### config.mk
export PLATFORM = sky130hd
export DESIGN_NAME = stopwatch_core
export DESIGN_NICKNAME = d
export VERILOG_FILES = /design/src/rtl/sw_pkg.sv /design/src/rtl/sw_run_ctrl.sv /design/src/rtl/sw_prescaler.sv /design/src/rtl/sw_bcd_digit.sv /design/src/rtl/sw_seg_dec.sv /design/src/rtl/stopwatch_core.sv
export SDC_FILE = /design/constraint.sdc
export NUM_CORES = 1
export LEC_CHECK = 0
export BUFFER_PORTS_ARGS = -buffer_cell sky130_fd_sc_hd__buf_2
export CORE_UTILIZATION = 55
export CTS_CLUSTER_SIZE = 10
export DETAILED_ROUTE_END_ITERATION = 7
export PLACE_DENSITY = 0.77
export SLEW_MARGIN = 5
export SYNTH_ARGS = -nofsm -noshare
export SYNTH_HDL_FRONTEND = slang
export SYNTH_SLANG_ARGS = --single-unit
export TNS_END_PERCENT = 1
### constraint.sdc
create_clock -name clk_i -period 4.8 [get_ports clk_i]
set_input_delay 0.96 -clock clk_i [delete_from_list [all_inputs] [get_ports clk_i]]
set_output_delay 0.96 -clock clk_i [all_outputs]
set_load 0.01 [all_outputs]
### src/rtl/sw_pkg.sv
package sw_pkg;
  localparam int DIGITS = 3;
  localparam int BCD_W  = 4;
  localparam int SEG_W  = 7;
  localparam int DEC_MAX = 9;

  typedef logic [BCD_W-1:0] bcd_t;
  typedef logic [SEG_W-1:0] seg_t;

  // active-low, bit 6 = segment a ... bit 0 = segment g
  function automatic seg_t bcd_to_seg(bcd_t d);
    seg_t s;
    case (d)
      4'd0:    s = 7'b0000001;
      4'd1:    s = 7'b1001111;
      4'd2:    s = 7'b0010010;
      4'd3:    s = 7'b0000110;
      4'd4:    s = 7'b1001100;
      4'd5:    s = 7'b0100100;
      4'd6:    s = 7'b0100000;
      4'd7:    s = 7'b0001111;
      4'd8:    s = 7'b0000000;
      4'd9:    s = 7'b0000100;
      default: s = 7'b1111111;
    endcase
    return s;
  endfunction
endpackage

### src/rtl/sw_run_ctrl.sv
module sw_run_ctrl #(
  parameter int SYNC_STAGES = 2
) (
  input  logic clk_i,
  input  logic rst_ni,
  input  logic btn_i,
  output logic running_o
);
  localparam int MSB = SYNC_STAGES - 1;

  logic [MSB:0] sync_q;
  logic         last_q;
  logic         running_q;
  logic         press;

  assign press = sync_q[MSB] & ~last_q;

  always_ff @(posedge clk_i or negedge rst_ni) begin
    if (!rst_ni) begin
      sync_q    <= '0;
      last_q    <= 1'b0;
      running_q <= 1'b0;
    end else begin
      sync_q <= {sync_q[MSB-1:0], btn_i};
      last_q <= sync_q[MSB];
      if (press) running_q <= ~running_q;
    end
  end

  assign running_o = running_q;


  toggle_on_press_chk: assert property (@(posedge clk_i) disable iff (!rst_ni)
    press |=> running_q != $past(running_q));

  no_press_hold_chk: assert property (@(posedge clk_i) disable iff (!rst_ni)
    !press |=> $stable(running_q));

  press_single_chk: assert property (@(posedge clk_i) disable iff (!rst_ni)
    press |=> !press);
endmodule

### src/rtl/sw_prescaler.sv
module sw_prescaler #(
  parameter int TICK_DIV = 10_000_000
) (
  input  logic clk_i,
  input  logic rst_ni,
  input  logic en_i,
  output logic tick_o
);
  localparam int CNT_W = (TICK_DIV > 1) ? $clog2(TICK_DIV) : 1;
  localparam logic [CNT_W-1:0] LAST = CNT_W'(TICK_DIV - 1);

  logic [CNT_W-1:0] cnt_q;
  logic             at_last;

  assign at_last = (cnt_q == LAST);
  assign tick_o  = en_i & at_last;

  always_ff @(posedge clk_i or negedge rst_ni) begin
    if (!rst_ni)      cnt_q <= '0;
    else if (en_i)    cnt_q <= at_last ? '0 : cnt_q + CNT_W'(1);
  end


  hold_when_stopped_chk: assert property (@(posedge clk_i) disable iff (!rst_ni)
    !en_i |=> $stable(cnt_q));

  tick_one_cycle_chk: assert property (@(posedge clk_i) disable iff (!rst_ni)
    (tick_o && TICK_DIV > 1) |=> !tick_o);

  cnt_range_chk: assert property (@(posedge clk_i) disable iff (!rst_ni)
    cnt_q <= LAST);
endmodule

### src/rtl/sw_bcd_digit.sv
module sw_bcd_digit
  import sw_pkg::*;
(
  input  logic clk_i,
  input  logic rst_ni,
  input  logic inc_i,
  output bcd_t digit_o,
  output logic carry_o
);
  bcd_t digit_q;
  logic at_max;

  assign at_max  = (digit_q == bcd_t'(DEC_MAX));
  assign carry_o = inc_i & at_max;

  always_ff @(posedge clk_i or negedge rst_ni) begin
    if (!rst_ni)     digit_q <= '0;
    else if (inc_i)  digit_q <= at_max ? '0 : digit_q + bcd_t'(1);
  end

  assign digit_o = digit_q;


  digit_range_chk: assert property (@(posedge clk_i) disable iff (!rst_ni)
    digit_q <= bcd_t'(DEC_MAX));

  step_chk: assert property (@(posedge clk_i) disable iff (!rst_ni)
    (inc_i && !carry_o) |=> digit_q == $past(digit_q) + bcd_t'(1));

  wrap_chk: assert property (@(posedge clk_i) disable iff (!rst_ni)
    carry_o |=> digit_q == '0);

  idle_hold_chk: assert property (@(posedge clk_i) disable iff (!rst_ni)
    !inc_i |=> $stable(digit_q));
endmodule

### src/rtl/sw_seg_dec.sv
module sw_seg_dec
  import sw_pkg::*;
(
  input  bcd_t bcd_i,
  output seg_t seg_o
);
  always_comb seg_o = bcd_to_seg(bcd_i);
endmodule

### src/rtl/stopwatch_core.sv
module stopwatch_core
  import sw_pkg::*;
#(
  parameter int TICK_DIV = 10_000_000
) (
  input  logic       clk_i,
  input  logic       rst_ni,
  input  logic       run_i,
  output logic [3:0] tenths_o,
  output logic [3:0] secs_o,
  output logic [3:0] tens_o,
  output logic [6:0] seg_tenths_o,
  output logic [6:0] seg_secs_o,
  output logic [6:0] seg_tens_o
);
  logic          running;
  logic          tick;
  logic [DIGITS:0] inc_w;
  bcd_t          digit_w [DIGITS];
  seg_t          seg_w   [DIGITS];

  sw_run_ctrl #(.SYNC_STAGES(2)) u_run (
    .clk_i(clk_i), .rst_ni(rst_ni), .btn_i(run_i), .running_o(running)
  );

  sw_prescaler #(.TICK_DIV(TICK_DIV)) u_pre (
    .clk_i(clk_i), .rst_ni(rst_ni), .en_i(running), .tick_o(tick)
  );

  assign inc_w[0] = tick;

  for (genvar i = 0; i < DIGITS; i++) begin : g_digit
    sw_bcd_digit u_dig (
      .clk_i(clk_i), .rst_ni(rst_ni), .inc_i(inc_w[i]),
      .digit_o(digit_w[i]), .carry_o(inc_w[i+1])
    );
    sw_seg_dec u_seg (.bcd_i(digit_w[i]), .seg_o(seg_w[i]));
  end

  assign tenths_o     = digit_w[0];
  assign secs_o       = digit_w[1];
  assign tens_o       = digit_w[2];
  assign seg_tenths_o = seg_w[0];
  assign seg_secs_o   = seg_w[1];
  assign seg_tens_o   = seg_w[2];


  full_wrap_chk: assert property (@(posedge clk_i) disable iff (!rst_ni)
    inc_w[DIGITS] |=> (tenths_o == '0 && secs_o == '0 && tens_o == '0));

  stopped_no_tick_chk: assert property (@(posedge clk_i) disable iff (!rst_ni)
    !running |-> !tick);
endmodule

Yosys cells after proc, flatten, opt, wreduce, memory -nomap -nowiden
Memory sizes are Yosys's and may differ from the RTL's.
Index checks and enable logic that the tools add are counted.
- register bits: 40
- ROM bits: 336
- input bits: 3
- output and inout port bits: 33
- word-level logic and storage cells: 28
- memories kept: 3
- add/subtract/negate cells: 4
- equality and inequality tests: 4
- muxes and demuxes: 4
- bitwise operators: 6
- memories (name ; depth ; bits a word ; rd ports ; clocked after Yosys merged registers in ; write ports ; RTL line ; source):
    (no name shown) ; 16 ; 7 ; 1 ; 0 ; 0 ; sw_pkg.sv:13 ; case (d)
    (no name shown) ; 16 ; 7 ; 1 ; 0 ; 0 ; sw_pkg.sv:13 ;
    (no name shown) ; 16 ; 7 ; 1 ; 0 ; 0 ; sw_pkg.sv:13 ;
- operators by type and width (operator ; number):
    24-bit by 1-bit adder with 24-bit output, second input constant ; 1
    24-bit == test, second input constant ; 1
    24-bit 2-to-1 mux ; 1
    4-bit by 1-bit adder with 4-bit output, second input constant ; 3
    4-bit == test, second input constant ; 3
    4-bit 2-to-1 mux ; 3
    1-bit bitwise AND ; 4
    1-bit NOT ; 2

Depth between registers and ports, before layout
Gate-level depths: netlist (run 1).
- depth after elaboration: 4
- gate-level depth with buffers: 6
- mapped depth without buffers: 6

Hierarchy
A second synthesis (run 1) with hierarchy kept.
- cells, all modules: 275
- area, all modules: 2512.4 sq um
- modules (own cells, without submodules) (module ; instances ; cells an instance ; area an instance (sq um) ; sequential area each (sq um)):
    sw_prescaler ; 1 ; 119 ; 1188.6 ; 600.6
    sw_seg_dec ; 3 ; 33 ; 210.2 ; 0.0
    sw_bcd_digit ; 3 ; 17 ; 187.7 ; 100.1
    sw_run_ctrl ; 1 ; 6 ; 130.1 ; 100.1

Worst setup path after synthesis (run 1)
OpenSTA, ideal clock, no wires.
- kind: register to output
- from: register g_digit[0].u_dig.digit_q[1]
- to: output port seg_tenths_o[6]
- data arrival time: 1.394 ns
- required time: 3.840 ns
- setup slack: 2.446 ns
- stages on the path, launching flop included: 6
- path buffers: 0
- cells stage by stage: dfrtp_1 inv_1 ha_1 or2_2 a21oi_1 nor2_1
- word-level cells in the longest chain between the ends: 1
- RTL lines (what ; RTL line ; source):
    start, declared ; sw_bcd_digit.sv:10 ; bcd_t digit_q;
    start signal, assigned ; sw_bcd_digit.sv:18 ; else if (inc_i) digit_q <= at_max ? '0 : digit_q + bcd_t'(1);
    memory read 16 x 7 bit ; -- ;
    end, declared ; stopwatch_core.sv:12 ; output logic [6:0] seg_tenths_o,
Every way passes these cells.

Worst setup path after layout (run 1)
- from: register g_digit[0].u_dig.digit_q[1]
- to: output port seg_tenths_o[3]
The elaborated chain is that of the path after synthesis.

==> flow_summary.yaml, run 1 <==
clock_tree:
  cts_hold_buffers: 0
  root_buffer: "clkbuf_8"
  cts_setup_buffers: 0
  clock_path_buffers: 2
  insertion_delay_ps: 290
  cts_tree: "done"
  clkSinkCount: 40
  path_clk_slew_ps: 80
  cts-resized-gates: 0
  numCtsBuffers: 5
  cts.htree.levels: 2
power:
  peakVddDrop_mv: 0.261
  cellPowerDensity_nw_per_um2: 264
  leakage_nw: 1.33
  power.total_uw: 745
sta:
  setup_viol: 0
  finalMaxSlewViolations: 0
  rsz0062_at_grt: "false"
  tightestPinTransition_ps: 858
  fin_skew_ps: 7.43
  slew_headroom: 0.428
  hold_viol: 0
  setup_tns_ps: 0
  post-route-period-util: 0.601
  min_period_ps: 2880
  max_clock_freq_mhz: 347
setup_path:
  rr_worst_depth: 4
  worstPathCellList: "inv_1 > ha_1 > or2_2 > a21oi_1 > a31oi_1 > buf_2"
  required_ps: 3840
  crit_arrival_ps: 1920
  start_kind: "flip-flop"
  crit_type: "reg2out"
  cp_max_fo: 7
  cp-end-kind: "output port"
  crit_slowest_cell: "dfrtp_1"
  slowest_delay_ps: 480
cells_and_area:
  nets: 336
  fillerInstances: 377
  drive_gt1_frac: 0.170
  n_antenna_cell: 0
  area_growth_syn_to_layout_pct: 11.4
flow_run:
  drv_cap: 0
route:
  wirelength_mm: 4.93
  routedWlPerCell_um: 13.3
  drtPass1Iterations: 6
  antenna_left: 0
  drc: 0
  drt_iter0_drc: 81
  vias: 2150
  vias_per_cell: 5.81
die:
  die_h_um: 69.8
  ios: 36
  start_util: 0.577
  die_x_um: 69.8
  die_area_um2: 4880
  rows: 24
  core-area_um2: 4380
global_route:
  grt_usage: 0.225
  grt_pass1_vias: 1963
  grt_pass1_wl_mm: 8.97
  grt_max_degree: 41
  antenna_found_initial: 0
  overflow: 0
place:
  port_buffers: 35
  dp_hpwl_mm: 3.54
  gp_congestion: 0.909
logic_synthesis:
  ys_ff_latch: 40
  synth_nets: 304
  ys_types: 44
  ys_warn_count: 0
  syn-cell-area_um2: 2530
  syn_inst: 285
  syn_area_per_cell_um2: 8.88
  ys_seq_area_frac: 0.395
hold_path:
  whs_path_depth: 0
  hold_class: "reg2reg"
status:
  status: "complete, no violations"
-- flip-flops by register name, summed over array words and instances (netlist names) --
register,flops
g_digit.u_dig.digit_o,12
u_pre.cnt_q,24
u_run.last_q,1
u_run.running_o,1
u_run.sync_q,2
-- path summary, 6_finish.rpt --
path | startpoint | endpoint | slack [ps]
max reg2reg | u_pre.cnt_q[18] | g_digit[2].u_dig.digit_o[0] | 2400
max | g_digit[0].u_dig.digit_o[1] | seg_tenths_o[3] | 1920
min reg2reg | u_run.sync_q[0] | u_run.sync_q[1] | 350
min | u_run.sync_q[0] | u_run.sync_q[1] | 350
max in group asynchronous | rst_ni | g_digit[2].u_dig.digit_o[3] | 3480
min in group asynchronous | rst_ni | u_pre.cnt_q[12] | 780
-- metal layers --
| metal | global-route usage | up-vias | part of all wire |
|---|---|---|---|
| met5 | 0 | - | 0 |
| met4 | 0.0533 | 0 | 0.0099 |
| met3 | 0.0494 | 5 | 0.038 |
| met2 | 0.385 | 54 | 0.48 |
| met1 | 0.291 | 1014 | 0.47 |
| li1 | - | 1077 | - |
-- Yosys cell counts, drive strengths merged --
| master | instances | area, um2 |
|---|---|---|
| a211o | 2 | 17.5 |
| a211oi | 2 | 15.0 |
| a21oi | 16 | 80.1 |
| a31oi | 7 | 43.8 |
| and2 | 2 | 12.5 |
| and3 | 2 | 12.5 |
| and3b | 1 | 8.76 |
| and4 | 4 | 35.0 |
| and4b | 2 | 20.0 |
| buf | 1 | 11.3 |
| clkbuf | 9 | 33.8 |
| clkinv | 1 | 3.75 |
| dfrtp | 40 | 1000 |
| ha | 16 | 200 |
| inv | 15 | 56.3 |
| mux2 | 4 | 45.0 |
| mux2i | 3 | 30.0 |
| nand2 | 28 | 105 |
| nand2b | 3 | 18.8 |
| nand3 | 9 | 45.0 |
| nand3b | 2 | 15.0 |
| nand4 | 9 | 56.3 |
| nor2 | 31 | 116 |
| nor2b | 1 | 6.26 |
| nor3 | 8 | 45.0 |
| nor4 | 5 | 31.3 |
| nor4b | 1 | 8.76 |
| nor4bb | 1 | 10.0 |
| o21ai | 17 | 85.1 |
| o21bai | 1 | 7.51 |
| o221ai | 1 | 8.76 |
| o22ai | 1 | 6.26 |
| o31a | 1 | 8.76 |
| o31ai | 6 | 45.0 |
| o41a | 1 | 11.3 |
| o41ai | 1 | 16.3 |
| or2 | 4 | 27.5 |
| or3 | 3 | 18.8 |
| or4 | 5 | 45.0 |
| xnor2 | 14 | 123 |
| xor2 | 5 | 43.8 |
-- power breakdown --
group | internal (mW) | switching (mW)
combinational | 0.0413 | 0.0498
clock | 0.117 | 0.111
sequential | 0.373 | 0.0537
-- worst max-delay path: cells and delay by family (launching register included) --
family,cells,cell delay (ps)
compound gates,2,240
buf+inv,2,330
flops,1,480
simple gates,1,310
fa+ha+maj,1,270
-- cells by family (layout without fill, tap and decap cells) --
| family | Yosys count | in the layout | synth area share |
|---|---|---|---|
| mux | 7 | 7 | 0.0297 |
| flops | 40 | 40 | 0.395 |
| xor+xnor | 19 | 19 | 0.0657 |
| buf+inv | 26 | 59 | 0.0415 |
| fa+ha+maj | 16 | 16 | 0.0791 |
| simple gates | 121 | 121 | 0.252 |
| compound gates | 56 | 56 | 0.136 |
-- through the flow --
stage	instances	hold WS, ps	util	setup WS [ps]	instance area [um2]
after CTS	370	353	0.643	1920	2820
final	370	350	0.643	1920	2820
after floorplan	285	331	-	2450	2530
after detailed placement	362	336	0.622	2250	2730
after global placement	362	333	0.622	2350	2730
after global routing	370	364	0.643	1790	2820
-- cells in the final DEF, fill, tap and decap left out, drive strengths merged, types with 14 or more instances in the layout --
| master | n |
|---|---|
| a21oi | 16 |
| buf | 35 |
| dfrtp | 40 |
| ha | 16 |
| inv | 15 |
| nand2 | 28 |
| nor2 | 31 |
| o21ai | 17 |
| xnor2 | 14 |
-- layout make-up --
cell class,count,area (um2),area share
Multi-Input combinational cell,219,1430,0.505
Inverter,16,60.1,0.0213
Clock buffer,7,86.3,0.0306
Tap cell,52,65.1,0.0231
Sequential cell,40,1000,0.355
Clock inverter,1,7.51,0.00266
Timing Repair Buffer,35,175,0.0621
Power figures use the tool's default switching activity.
==> run 2, diff against run 1 <==
clock period = 2.68 ns   (was 4.8 ns; I/O delays follow)
==> flow_summary.yaml, run 2 (synthesis results as in run 1) <==
cells_and_area:
  drive_gt1_frac: 0.178
  seq_area_um2: 1000
  area_growth_syn_to_layout_pct: 12.2
  largest_register_ffs: 24
  fillerInstances: 387
  multi_input_area_um2: 1430
  max_flop_register: "u_pre.cnt_q"
  layout_common_cells: "dfrtp_1 (40), buf_2 (35), nor2_1 (31)"
  nets: 338
  n_antenna_cell: 0
  fin_util: 0.648
  mostFrequentLayoutCell: "dfrtp_1"
setup_path:
  crit_type: "reg2out"
  crit_arrival_ps: 1910
  start_kind: "flip-flop"
  cp-end-kind: "output port"
  slowest_delay_ps: 470
  required_ps: 2140
  crit_slowest_cell: "dfrtp_1"
  cp_max_fo: 7
  worstPathCellList: "inv_1 > ha_1 > or2_2 > a21oi_1 > a31oi_1 > buf_2"
  path_buf_inv: 2
  crit_family: "flip-flops"
status:
  status: "complete, no violations"
clock_tree:
  cts_tree: "done"
  clock_path_buffers: 2
  cts-resized-gates: 0
  cts.htree.levels: 2
  numCtsBuffers: 5
  root_buffer: "clkbuf_8"
  cts_hold_buffers: 0
  cts_setup_buffers: 0
  clkSinkCount: 40
  path_clk_slew_ps: 80
  insertion_delay_ps: 300
sta:
  fin_skew_ps: 5.22
  slew_headroom: 0.423
  post-route-period-util: 0.914
  rsz0062_at_grt: "false"
  setup_viol: 0
  min_period_ps: 2450
  setup_tns_ps: 0
  hold_viol: 0
  tightestPinTransition_ps: 865
  max_clock_freq_mhz: 408
  finalMaxSlewViolations: 0
die:
  core-area_um2: 4380
  rows: 24
  ios: 36
  start_util: 0.577
  die_x_um: 69.8
  die_h_um: 69.8
  die_area_um2: 4880
route:
  vias: 2177
  wirelength_mm: 5.15
  routedWlPerCell_um: 13.9
  drc: 0
  vias_per_cell: 5.85
  drt_iter0_drc: 68
  antenna_left: 0
  drtPass1Iterations: 4
power:
  leakage_nw: 1.34
  cellPowerDensity_nw_per_um2: 479
  peakVddDrop_mv: 0.418
global_route:
  grt_pass1_vias: 2055
  overflow: 0
  grt_pass1_wl_mm: 9.26
  antenna_found_initial: 0
  grt_usage: 0.236
  grt_max_degree: 41
flow_run:
  drv_cap: 0
place:
  port_buffers: 35
  dp_hpwl_mm: 3.72
  gp_congestion: 0.876
hold_path:
  hold_class: "in2reg"
run 2: cell types whose count changed in the layout (fill, tap and decap cells not counted):
cell | previous run | this run
buf_4 | 0 | 2
clkbuf_1 | 1 | 0
clkinvlp_4 | 1 | 2
run 2: path summary, 6_finish.rpt:
check                                       startpoint                          end  slack (ps)  depth (start not counted)
max                        g_digit[0].u_dig.digit_o[1]              seg_tenths_o[3]         230                          6
min                                              run_i              u_run.sync_q[0]         340                          1
max reg2reg                            u_pre.cnt_q[18]  g_digit[2].u_dig.digit_o[3]         330                          4
min reg2reg                            u_run.sync_q[0]              u_run.sync_q[1]         350                          0
max in group asynchronous                       rst_ni               u_pre.cnt_q[7]        1790                          1
min in group asynchronous                       rst_ni              u_pre.cnt_q[22]         350                          1
run 2: report_power, final:
group          total [mW]  switching, mW  internal [mW]
Sequential          0.768         0.0998          0.668
Combinational       0.171         0.0951         0.0757
Clock               0.422          0.214          0.208
run 2: per-stage QoR:
step	worst slack, ps	power [mW]	cells	hold slack, ps	area [um2]
after global routing	86.4	1.44	372	331	2840
after CTS	222	1.37	372	339	2840
after global placement	384	0.935	364	333	2740
after detailed placement	341	0.949	364	335	2740
final	229	1.36	372	341	2840
after floorplan	450	0.887	285	240	2530
run 2: layer usage:
| layer | vias to the layer above | GRT usage | routed length, um |
|---|---|---|---|
| li1 | 1085 | - | - |
| met1 | 1033 | 0.295 | 2340 |
| met2 | 50 | 0.391 | 2510 |
| met3 | 9 | 0.0523 | 198 |
| met4 | 0 | 0.102 | 110 |
| met5 | - | 0 | 0 |
run 2: cell type report:
cell class,count,share of cell area
multi-input cells,219,0.502
flip-flops and latches,40,0.353
repair buffers,37,0.0670
clock buffers,6,0.0291
well taps,52,0.0229
inverters,16,0.0212
clock inverters,2,0.00529
